`src/rtl/wp_pkg.sv`:
```
package wp_pkg;

    localparam int CTL_W = 26;

    localparam logic       SEL_ADDR = 1'b0;
    localparam logic       SEL_CTL  = 1'b1;

    localparam logic [1:0] SEC_ANY    = 2'd0;
    localparam logic [1:0] SEC_NS     = 2'd1;
    localparam logic [1:0] SEC_S      = 2'd2;
    localparam logic [1:0] SEC_NS_ALT = 2'd3;

    localparam logic [3:0] LINK_T_CUR  = 4'd3;
    localparam logic [3:0] LINK_T_LOW  = 4'd7;
    localparam logic [3:0] LINK_T_HYP  = 4'd13;

    typedef struct packed {
        logic [4:0] size_exp;
        logic       link_en;
        logic [3:0] link_slot;
        logic [1:0] sec_sel;
        logic       hi_allow;
        logic [7:0] byte_sel;
        logic [1:0] dir;
        logic [1:0] priv_sel;
        logic       enable;
    } wp_ctl_t;

    function automatic logic [3:0] lowest_one(input logic [7:0] v);
        logic [3:0] idx;
        idx = 4'd8;
        for (int i = 7; i >= 0; i--) begin
            if (v[i]) idx = 4'(i);
        end
        return idx;
    endfunction

    function automatic logic [3:0] run_length(input logic [7:0] v, input logic [3:0] from);
        logic [3:0] cnt;
        logic       broken;
        cnt    = 4'd0;
        broken = 1'b0;
        for (int i = 0; i < 8; i++) begin
            if (4'(i) >= from && !broken) begin
                if (v[i]) cnt = cnt + 4'd1;
                else      broken = 1'b1;
            end
        end
        return cnt;
    endfunction

endpackage

```
`src/rtl/wp_range_decode.sv`:
```
module wp_range_decode
    import wp_pkg::*;
#(
    parameter int ADDR_W = 32
) (
    input  logic [ADDR_W-1:2] watch_addr,
    input  wp_ctl_t           ctl,
    output logic [ADDR_W:0]   win_base,
    output logic [ADDR_W:0]   win_len,
    output logic              win_valid
);
    localparam logic [ADDR_W:0] ONE = {{ADDR_W{1'b0}}, 1'b1};

    logic [ADDR_W-1:0] full_addr;
    logic [ADDR_W-1:0] low_mask;
    logic [7:0]        sel_eff;
    logic [3:0]        first;
    logic [3:0]        span;

    assign full_addr = {watch_addr, 2'b00};

    always_comb begin
        win_base  = '0;
        win_len   = '0;
        win_valid = 1'b0;
        low_mask  = '0;
        sel_eff   = watch_addr[2] ? {4'b0000, ctl.byte_sel[3:0]} : ctl.byte_sel;
        first     = lowest_one(sel_eff);
        span      = run_length(sel_eff, first);
        if (ctl.size_exp != 5'd0) begin
            if (ctl.size_exp >= 5'd3 && int'(ctl.size_exp) < ADDR_W) begin
                win_len   = ONE << ctl.size_exp;
                low_mask  = win_len[ADDR_W-1:0] - {{(ADDR_W-1){1'b0}}, 1'b1};
                win_base  = {1'b0, full_addr & ~low_mask};
                win_valid = 1'b1;
            end
        end else if (sel_eff != 8'd0) begin
            win_base  = {1'b0, full_addr} + {{(ADDR_W-3){1'b0}}, first};
            win_len   = {{(ADDR_W-3){1'b0}}, span};
            win_valid = 1'b1;
        end
    end

endmodule

```
`src/rtl/wp_access_filter.sv`:
```
module wp_access_filter
    import wp_pkg::*;
#(
    parameter int NUM_BP  = 6,
    parameter int NUM_CTX = 2,
    parameter int CTX_W   = 32
) (
    input  wp_ctl_t                    ctl,
    input  logic [1:0]                 acc_level,
    input  logic                       acc_unpriv,
    input  logic                       acc_secure,
    input  logic [CTX_W-1:0]           acc_ctx,
    input  logic [NUM_CTX-1:0]         ctx_en,
    input  logic [NUM_CTX*4-1:0]       ctx_type,
    input  logic [NUM_CTX*CTX_W-1:0]   ctx_value,
    output logic                       pass
);
    localparam int FIRST_CTX = NUM_BP - NUM_CTX;

    logic [NUM_CTX-1:0] slot_ok;
    logic               link_ok;
    logic               sec_ok;
    logic               priv_ok;
    logic [1:0]         eff_level;

    for (genvar s = 0; s < NUM_CTX; s++) begin : g_slot
        logic [3:0] t;
        assign t = ctx_type[s*4 +: 4];
        assign slot_ok[s] = ctx_en[s]
                          && (t == LINK_T_CUR || t == LINK_T_LOW || t == LINK_T_HYP)
                          && (ctx_value[s*CTX_W +: CTX_W] == acc_ctx);
    end

    always_comb begin
        link_ok = 1'b0;
        for (int s = 0; s < NUM_CTX; s++) begin
            if (int'(ctl.link_slot) == FIRST_CTX + s) link_ok = slot_ok[s];
        end
    end

    always_comb begin
        unique case (ctl.sec_sel)
            SEC_ANY:    sec_ok = 1'b1;
            SEC_NS:     sec_ok = !acc_secure;
            SEC_S:      sec_ok = acc_secure;
            SEC_NS_ALT: sec_ok = !acc_secure;
            default:    sec_ok = 1'b0;
        endcase
    end

    assign eff_level = acc_unpriv ? 2'd0 : acc_level;

    always_comb begin
        unique case (eff_level)
            2'd3, 2'd2: priv_ok = ctl.hi_allow;
            2'd1:       priv_ok = ctl.priv_sel[0];
            default:    priv_ok = ctl.priv_sel[1];
        endcase
    end

    assign pass = sec_ok && priv_ok && (!ctl.link_en || link_ok);

endmodule

```
`src/rtl/wp_match_unit.sv`:
```
module wp_match_unit
    import wp_pkg::*;
#(
    parameter int ADDR_W  = 32,
    parameter int NUM_BP  = 6,
    parameter int NUM_CTX = 2,
    parameter int CTX_W   = 32
) (
    input  logic                       clk,
    input  logic                       rst,
    input  logic                       cfg_we,
    input  logic                       cfg_sel,
    input  logic [ADDR_W-1:0]          cfg_wdata,
    input  logic                       mon_en,
    input  logic                       dbg_exc_en,
    input  logic                       be_invariant,
    input  logic [NUM_CTX-1:0]         ctx_en,
    input  logic [NUM_CTX*4-1:0]       ctx_type,
    input  logic [NUM_CTX*CTX_W-1:0]   ctx_value,
    input  logic                       acc_valid,
    input  logic [ADDR_W-1:0]          acc_addr,
    input  logic [1:0]                 acc_size,
    input  logic                       acc_write,
    input  logic [1:0]                 acc_level,
    input  logic                       acc_unpriv,
    input  logic                       acc_secure,
    input  logic [CTX_W-1:0]           acc_ctx,
    output logic                       hit,
    output logic                       hit_wnr,
    output logic [ADDR_W-1:0]          hit_addr
);
    localparam logic [ADDR_W:0] ONE = {{ADDR_W{1'b0}}, 1'b1};

    logic [ADDR_W-1:2] watch_q;
    wp_ctl_t           ctl_q;

    logic [ADDR_W:0]   win_base;
    logic [ADDR_W:0]   win_len;
    logic              win_valid;
    logic              filt_pass;
    logic [ADDR_W-1:0] adj_addr;
    logic [ADDR_W:0]   acc_lo;
    logic [ADDR_W:0]   acc_hi;
    logic [ADDR_W:0]   win_hi;
    logic              overlap;
    logic              dir_ok;
    logic              hit_d;

    always_ff @(posedge clk) begin
        if (rst) begin
            watch_q <= '0;
            ctl_q   <= '0;
        end else if (cfg_we) begin
            if (cfg_sel == SEL_ADDR) watch_q <= cfg_wdata[ADDR_W-1:2];
            else                     ctl_q   <= wp_ctl_t'(cfg_wdata[CTL_W-1:0]);
        end
    end

    wp_range_decode #(.ADDR_W(ADDR_W)) u_range (
        .watch_addr (watch_q),
        .ctl        (ctl_q),
        .win_base   (win_base),
        .win_len    (win_len),
        .win_valid  (win_valid)
    );

    wp_access_filter #(.NUM_BP(NUM_BP), .NUM_CTX(NUM_CTX), .CTX_W(CTX_W)) u_filter (
        .ctl        (ctl_q),
        .acc_level  (acc_level),
        .acc_unpriv (acc_unpriv),
        .acc_secure (acc_secure),
        .acc_ctx    (acc_ctx),
        .ctx_en     (ctx_en),
        .ctx_type   (ctx_type),
        .ctx_value  (ctx_value),
        .pass       (filt_pass)
    );

    always_comb begin
        adj_addr = acc_addr;
        if (be_invariant) begin
            if (acc_size == 2'd0)      adj_addr[1:0] = acc_addr[1:0] ^ 2'b11;
            else if (acc_size == 2'd1) adj_addr[1]   = ~acc_addr[1];
        end
    end

    assign acc_lo  = {1'b0, adj_addr};
    assign acc_hi  = acc_lo + (ONE << acc_size);
    assign win_hi  = win_base + win_len;
    assign overlap = (acc_lo < win_hi) && (win_base < acc_hi);
    assign dir_ok  = acc_write ? ctl_q.dir[1] : ctl_q.dir[0];

    assign hit_d = acc_valid && mon_en && dbg_exc_en && ctl_q.enable
                && win_valid && dir_ok && filt_pass && overlap;

    always_ff @(posedge clk) begin
        if (rst) begin
            hit      <= 1'b0;
            hit_wnr  <= 1'b0;
            hit_addr <= '0;
        end else begin
            hit      <= hit_d;
            hit_wnr  <= hit_d && acc_write;
            hit_addr <= hit_d ? acc_addr : '0;
        end
    end

    a_r10_wnr_follows: assert property (@(posedge clk) disable iff (rst)
        hit |-> (hit_wnr == $past(acc_write)));
    a_r10_addr_follows: assert property (@(posedge clk) disable iff (rst)
        hit |-> (hit_addr == $past(acc_addr)));
    a_r10_needs_access: assert property (@(posedge clk) disable iff (rst)
        hit |-> $past(acc_valid));
    a_r10_quiet_zero: assert property (@(posedge clk) disable iff (rst)
        !hit |-> (!hit_wnr && hit_addr == '0));
    a_r8_global_gate: assert property (@(posedge clk) disable iff (rst)
        hit |-> $past(mon_en && dbg_exc_en));
    a_r2_store_allowed: assert property (@(posedge clk) disable iff (rst)
        (hit && hit_wnr) |-> $past(ctl_q.dir[1]));
    a_r6_unpriv_level0: assert property (@(posedge clk) disable iff (rst)
        (hit && $past(acc_unpriv)) |-> $past(ctl_q.priv_sel[1]));
    a_r5_secure_only: assert property (@(posedge clk) disable iff (rst)
        (hit && $past(ctl_q.sec_sel) == SEC_S) |-> $past(acc_secure));
    a_r3_reserved_exp: assert property (@(posedge clk) disable iff (rst)
        hit |-> ($past(ctl_q.size_exp) != 5'd1 && $past(ctl_q.size_exp) != 5'd2));

endmodule

```
`config.mk`:
```
export PLATFORM = sky130hd
export DESIGN_NAME = wp_match_unit
export DESIGN_NICKNAME = d
export VERILOG_FILES = /design/src/rtl/wp_pkg.sv /design/src/rtl/wp_range_decode.sv /design/src/rtl/wp_access_filter.sv /design/src/rtl/wp_match_unit.sv
export SDC_FILE = /design/constraint.sdc
export NUM_CORES = 1
export LEC_CHECK = 0
export BUFFER_PORTS_ARGS = -buffer_cell sky130_fd_sc_hd__buf_2
export CORE_MARGIN = 1.5
export CORE_UTILIZATION = 55
export DETAILED_ROUTE_END_ITERATION = 12
export PLACE_DENSITY = 0.87
export RECOVER_POWER = 50
export SYNTH_ARGS = -nofsm -noshare
export SYNTH_HDL_FRONTEND = slang
export SYNTH_SLANG_ARGS = --single-unit
```
`constraint.sdc`:
```
create_clock -name clk -period 9.73 [get_ports clk]
set_clock_uncertainty 0.05 [all_clocks]
set_input_delay 0.973 -clock clk [delete_from_list [all_inputs] [get_ports clk]]
set_output_delay 0.973 -clock clk [all_outputs]
set_load 0.01 [all_outputs]
```
==> out/qor.txt, run 1 <==
CTS hold repair buffers = 0
Max-slew violations = 0
Iteration-0 DRC Markers = 831
Fraction of synthesized cell area taken by the top area cell type = 19.20%
Setup repair after global routing missed its margin = false
GRT Total Usage = 30.02%
Die width = 133.6 um
Top cell type by total area after synthesis = sky130_fd_sc_hd__dfxtp_1
Master cell of the clock root buffer = sky130_fd_sc_hd__clkbuf_16
TritonCTS Sinks = 90
RePlAce Congestion = 0.9653
1st-pass router iterations = 5
Clock period minus final worst setup slack = 9.077 ns
Via total after detailed routing = 9851
Number of fill cells in the layout = 1451
Number of placement rows = 47
Leading cell type in the layout, fill and taps excluded = sky130_fd_sc_hd__nand2_1
Multi-input combinational cell area = 7217 sq um
Nets = 1725
Peak Freq = 110.2 MHz
Crit path launch type = flip-flop
Routed via count divided by cell count = 5.949
Initial Util = 56.39%
Fraction of final layout cells with drive strength greater than 1 = 15.26%
HP Class = flip-flop to flip-flop
Number of failing hold endpoints at the final stage = 0
Run status = finished, final reports clean
Setup violation total in the final timing report = 0
Net count of the mapped netlist = 1552
Yosys warns = 0
CP max FO = 34
Transition time of the tightest slew-check pin = 1.360 ns
Total Negative Setup Slacks = 0 ns
Power density cells = 97.95 nW/um^2
Area of all sequential standard cells = 1802 sq um
Top cells by area, synth = sky130_fd_sc_hd__dfxtp_1 (19%), sky130_fd_sc_hd__ha_1 (14%), sky130_fd_sc_hd__nand2_1 (7.6%)
Setup slack on the worst flop-to-flop path = 0.65 ns
Slowest-stage cell, CP = sky130_fd_sc_hd__a2111oi_1
H-tree depth = 3
Synthesis-to-layout area growth = 14.56%
Final cell count without fillers = 1656
Avg WL per Cell = 16.40 um
DP HPWL = 21960 um
Main synth FF type = sky130_fd_sc_hd__dfxtp_1
TritonCTS clock tree = built
Number of violations of the max-capacitance limit = 0
Arrival @ worst endpoint = 9.32 ns
Total Die Area = 17860 sq um
First-pass GRT wire length = 43210 um
I/O Pins = 219
Grt total ovfl = 0
Clock latency at the later pin of the worst-skew pair = 0.37 ns
Floorplan die height = 133.6 um
Register area share after synthesis = 19.20%
PortBufs = 218
Vias in the first global route = 9114
Cts repair resizes = 0
Post-synth design cell area = 9385 sq um
Static leakage = 0.004660 uW
Type of element capturing the critical path = flip-flop
Worst path required time = 9.97 ns
Largest voltage drop on the vdd net = 0.1149 mV
Clock-pin slew on the worst setup and hold paths = 0.07 ns
Post-CTS setup buffer count = 0
Number of synthesized flops with an enable pin = 0
Share of the cycle needed by the critical path after routing = 93.29%
Number of antenna violations at the first check in global routing = 1
Hold slack = 0.4066 ns
Number of buffers created by CTS = 9
Largest net degree at the start of global routing = 58
DRC violation count after routing = 0
Post-Synthesis Cells = 1257
Final wirelength = 27170 um
Average cell area after synthesis = 7.466 sq um
Max clock buf depth = 2
Critical path's most frequent cell = sky130_fd_sc_hd__ha_1
Placed insts = 1639
Distinct cells, synth = 75
Core Region = 16640 sq um
Fraction of registers with async set/reset = 0%
Flop and latch count out of synthesis = 90
Critical path's largest stage delay = 0.56 ns
Most used cells in the layout excluding fill and tap cells = sky130_fd_sc_hd__nand2_1 (189), sky130_fd_sc_hd__buf_2 (183), sky130_fd_sc_hd__a21oi_1 (124)
Critical setup path kind = flip-flop to flip-flop
Relative slew slack = 9.293%
Number of nets with antenna violations after detailed routing = 0
## where the power goes
| part | total [uW] | switching, uW | internal [uW] |
|---|---|---|---|
| clock | 359 | 158 | 201 |
| sequential | 397 | 18.0 | 379 |
| combinational | 297 | 173 | 124 |
| total | 1050 | 349 | 704 |
## per-stage QoR
step / util [%] / setup slack (ns) / area (sq um) / total power [uW]
after detailed placement: 63.06 / 0.2779 / 10490 / 695.1
after global routing: 64.60 / 0.06692 / 10750 / 1103
final: 64.60 / 0.6528 / 10750 / 1053
after global placement: 63.06 / 0.8110 / 10490 / 683.0
after floorplan: - / 1.638 / 9385 / 593.7
after CTS: 64.83 / 0.2250 / 10790 / 1049
## critical path, delay by kind of cell, from the launching register on
family / cells / cell delay (ns)
xor gates and xnor gates: 2 / 0.40
muxes: 4 / 0.81
and+or+nand+nor: 7 / 1.05
DFF: 1 / 0.50
adders and majority gates: 8 / 2.65
AOI/OAI and AO/OA: 14 / 3.53
## layer usage
layer  up-vias  GRT usage [%]  share of wire (%)
met5         -              0                  0
met4         0          11.29                3.2
met3        49          6.279                8.5
met2       411          50.78                 46
met1      4497          37.53                 42
li1       4894              -                  -
## cells in the mapped netlist (34+ instances only)
cell                       count
sky130_fd_sc_hd__nand2_1     189
sky130_fd_sc_hd__a21oi_1     124
sky130_fd_sc_hd__a21o_1       34
sky130_fd_sc_hd__and4_1       38
sky130_fd_sc_hd__o21ai_0      43
sky130_fd_sc_hd__clkbuf_1     36
sky130_fd_sc_hd__xor2_1       81
sky130_fd_sc_hd__dfxtp_1      90
sky130_fd_sc_hd__xnor2_1      65
sky130_fd_sc_hd__nor2_1       87
sky130_fd_sc_hd__nand3_1      39
sky130_fd_sc_hd__ha_1        107
sky130_fd_sc_hd__nand4_1      40
## flip-flops by register name, summed over array words and instances, names as in the netlist
| register | flops |
|---|---|
| hit | 1 |
| watch_q | 30 |
| hit_addr | 32 |
| hit_wnr | 1 |
| ctl_q | 26 |
## cells by family after synthesis
group	synth area share (%)
flops	19.20
compound gates	20.84
buf+inv	4.066
mux	0.7732
simple gates	26.60
fa+ha+maj	14.90
xor+xnor	13.62
## worst paths after layout
check	startpoint	endpoint	cells past startpoint
max reg2reg	ctl_q[6]	hit_addr[3]	35
min reg2reg	ctl_q[4]	ctl_q[4]	2
min	ctl_q[4]	ctl_q[4]	2
max	ctl_q[6]	hit_addr[3]	35
## layout make-up
class	instances	area share, %
antenna	1	0.02327
timing repair buffer	218	9.740
clock inverter	5	0.5819
clock buffer	11	2.165
inverter	30	1.047
tap	220	2.560
sequential	90	16.76
multi-input combinational	1081	67.12
Note: power is estimated with default switching activity, not from simulation.
==> run 2, diff against run 1 <==
--- a/config.mk
+++ b/config.mk
@@ -8,9 +8,11 @@
 export BUFFER_PORTS_ARGS = -buffer_cell sky130_fd_sc_hd__buf_2
 export CORE_MARGIN = 1.5
 export CORE_UTILIZATION = 55
+export CTS_BUF_LIST = sky130_fd_sc_hd__clkbuf_16
 export DETAILED_ROUTE_END_ITERATION = 12
 export PLACE_DENSITY = 0.87
 export RECOVER_POWER = 50
+export REMOVE_ABC_BUFFERS = 1
 export SYNTH_ARGS = -nofsm -noshare
 export SYNTH_HDL_FRONTEND = slang
 export SYNTH_SLANG_ARGS = --single-unit
==> out/qor.txt, run 2 (synthesized netlist as in run 1, its figures left out) <==
Type of element capturing the critical path = flip-flop
1st-pass router iterations = 7 (+2)
Placed insts = 1640 (+0.061%)
H-tree depth = 3 (unchanged)
Multi-input combinational cell area = 7214 sq um (about the same)
Die width = 133.6 um (unchanged)
Max clock buf depth = 2 (unchanged)
Number of buffers created by CTS = 9 (unchanged)
Setup violation total in the final timing report = 0 (unchanged)
Worst path required time = 9.97 ns (about the same)
Avg WL per Cell = 16.56 um (+0.97%)
RePlAce Congestion = 0.9257 (-4.1%)
Critical path's largest stage delay = 0.52 ns (-0.04 ns)
Most used cells in the layout excluding fill and tap cells = sky130_fd_sc_hd__nand2_1 (189), sky130_fd_sc_hd__buf_2 (183), sky130_fd_sc_hd__a21oi_1 (124)
Master cell of the clock root buffer = sky130_fd_sc_hd__clkbuf_16
Cts repair resizes = 0 (unchanged)
Transition time of the tightest slew-check pin = 1.986 ns (+0.6261 ns)
Hold slack = 0.4131 ns (+0.006550 ns)
TritonCTS Sinks = 90 (unchanged)
Power density cells = 97.82 nW/um^2 (-0.14%)
Violations in the final reports = capacitance limit, slew limit
Iteration-0 DRC Markers = 724 (-13%)
Post-CTS setup buffer count = 0 (unchanged)
PortBufs = 218 (unchanged)
Number of failing hold endpoints at the final stage = 0 (unchanged)
First-pass GRT wire length = 43660 um (+1.0%)
Fraction of final layout cells with drive strength greater than 1 = 15.39% (+0.13 points)
Number of placement rows = 47 (unchanged)
Layer carrying the most global-route usage = met2
Largest voltage drop on the vdd net = 0.09712 mV (-15%)
Number of nets with antenna violations after detailed routing = 0 (unchanged)
Crit path launch type = flip-flop
Number of antenna violations at the first check in global routing = 2 (+1)
Total Negative Setup Slacks = 0 ns (unchanged)
Core Region = 16640 sq um (unchanged)
Tot Pwr = 1053 uW (about the same)
CP max FO = 34 (unchanged)
Leading cell type in the layout, fill and taps excluded = sky130_fd_sc_hd__nand2_1
DRC violation count after routing = 0 (unchanged)
Peak Freq = 111.1 MHz (+0.84%)
Nets = 1726 (+0.058%)
Synthesis-to-layout area growth = 14.70%
GRT Total Usage = 30.25% (+0.22 points)
Max-slew violations = 31 (+31)
Area of all sequential standard cells = 1802 sq um (unchanged)
Static leakage = 0.004675 uW (+0.32%)
Final wirelength = 27460 um (+1.1%)
Relative slew slack = -32.67% (-42 points)
Clock-pin slew on the worst setup and hold paths = 0.07 ns (about the same)
Share of the cycle needed by the critical path after routing = 92.52% (-0.78 points)
Setup repair after global routing missed its margin = false
Largest net degree at the start of global routing = 58 (unchanged)
I/O Pins = 219 (unchanged)
CTS hold repair buffers = 0 (unchanged)
Grt total ovfl = 0 (unchanged)
Slowest-stage cell, CP = sky130_fd_sc_hd__fa_1
Clock period minus final worst setup slack = 9.002 ns (-0.07543 ns)
HP Class = flip-flop to flip-flop
Critical setup path kind = flip-flop to flip-flop
DP HPWL = 22270 um (+1.4%)
Initial Util = 56.39% (unchanged)
Via total after detailed routing = 9842 (-0.091%)
Met1 track utilization from global routing = 37.30% (-0.23 points)
Total Die Area = 17860 sq um (unchanged)
Largest registers = hit_addr: 32 flops, watch_q: 30 flops, ctl_q: 26 flops
Flip-flop count of the largest register after layout = 32 (unchanged)
Floorplan die height = 133.6 um (unchanged)
Number of violations of the max-capacitance limit = 1 (+1)
Run status = finished with violations
Critical path's most frequent cell = sky130_fd_sc_hd__ha_1
Final cell count without fillers = 1658 (+0.12%)
Register name with the most flops = hit_addr
Arrival @ worst endpoint = 9.24 ns (-0.08 ns)
Number of fill cells in the layout = 1460 (+0.62%)
Vias in the first global route = 9227 (+1.2%)
Met2 usage = 51.24% (+0.46 points)
Routed via count divided by cell count = 5.936 (-0.21%)
Clock latency at the later pin of the worst-skew pair = 0.37 ns (about the same)
TritonCTS clock tree = built
Fraction of met3 tracks used by global routing = 5.860% (-0.42 points)
Setup slack on the worst flop-to-flop path = 0.73 ns (+0.08 ns)
[run 2: cell count changes in the layout (fill, tap and decap cells not counted)]
cell / before / now
sky130_fd_sc_hd__clkinvlp_4: 2 / 1
sky130_fd_sc_hd__inv_8: 0 / 1
sky130_fd_sc_hd__clkinv_2: 0 / 2
sky130_fd_sc_hd__diode_2: 1 / 2
sky130_fd_sc_hd__inv_6: 2 / 1
sky130_fd_sc_hd__nor2b_2: 1 / 0
sky130_fd_sc_hd__buf_4: 0 / 1
sky130_fd_sc_hd__nor2b_1: 12 / 13
sky130_fd_sc_hd__clkinv_4: 0 / 1
sky130_fd_sc_hd__clkbuf_1: 37 / 35
[run 2: report_power, final]
part	switching, uW	leakage (uW)	internal, uW
Clock	157	0.000148	201
Combinational	173	0.00380	125
Sequential	17.9	0.000732	379
[run 2: metrics by stage]
step	instance area [sq um]	utilization (%)	worst slack [ns]
global placement	10500	63.10	0.8202
detailed placement	10500	63.10	0.3732
floorplan	9116	-	1.513
finish	10770	64.69	0.7282
global route	10770	64.69	0.1444
CTS	10800	64.91	0.3274
[run 2: per-layer routing]
layer  routed length (um)  vias to the layer above
met3                 2076                       52
met2                12790                      433
met4                  992                        0
li1                     -                     4888
met5                    0                        -
met1                11600                     4469
[run 2: layout make-up]
| class | instances | area share (%) |
|---|---|---|
| Antenna cell | 2 | 0.04649 |
| Multi-Input combinational cell | 1081 | 67.02 |
| Sequential cell | 90 | 16.74 |
| Clock inverter | 7 | 0.7090 |
| Inverter | 30 | 1.046 |
| Clock buffer | 9 | 2.092 |
| Tap cell | 220 | 2.557 |
| Timing Repair Buffer | 219 | 9.798 |
[run 2: path summary, 6_finish.rpt]
path	startpoint	endpoint	cells after the start
max reg2reg	ctl_q[6]	hit_addr[9]	35
min reg2reg	ctl_q[18]	ctl_q[18]	2
min	ctl_q[18]	ctl_q[18]	2
max	ctl_q[6]	hit_addr[9]	35
[run 2: worst max-delay path: cells and delay by family, from the launching register on]
| family | cells | cell delay (ns) |
|---|---|---|
| compound gates | 14 | 3.34 |
| xor+xnor | 2 | 0.41 |
| fa+ha+maj | 8 | 2.70 |
| flops | 1 | 0.51 |
| mux | 4 | 0.88 |
| simple gates | 7 | 1.04 |
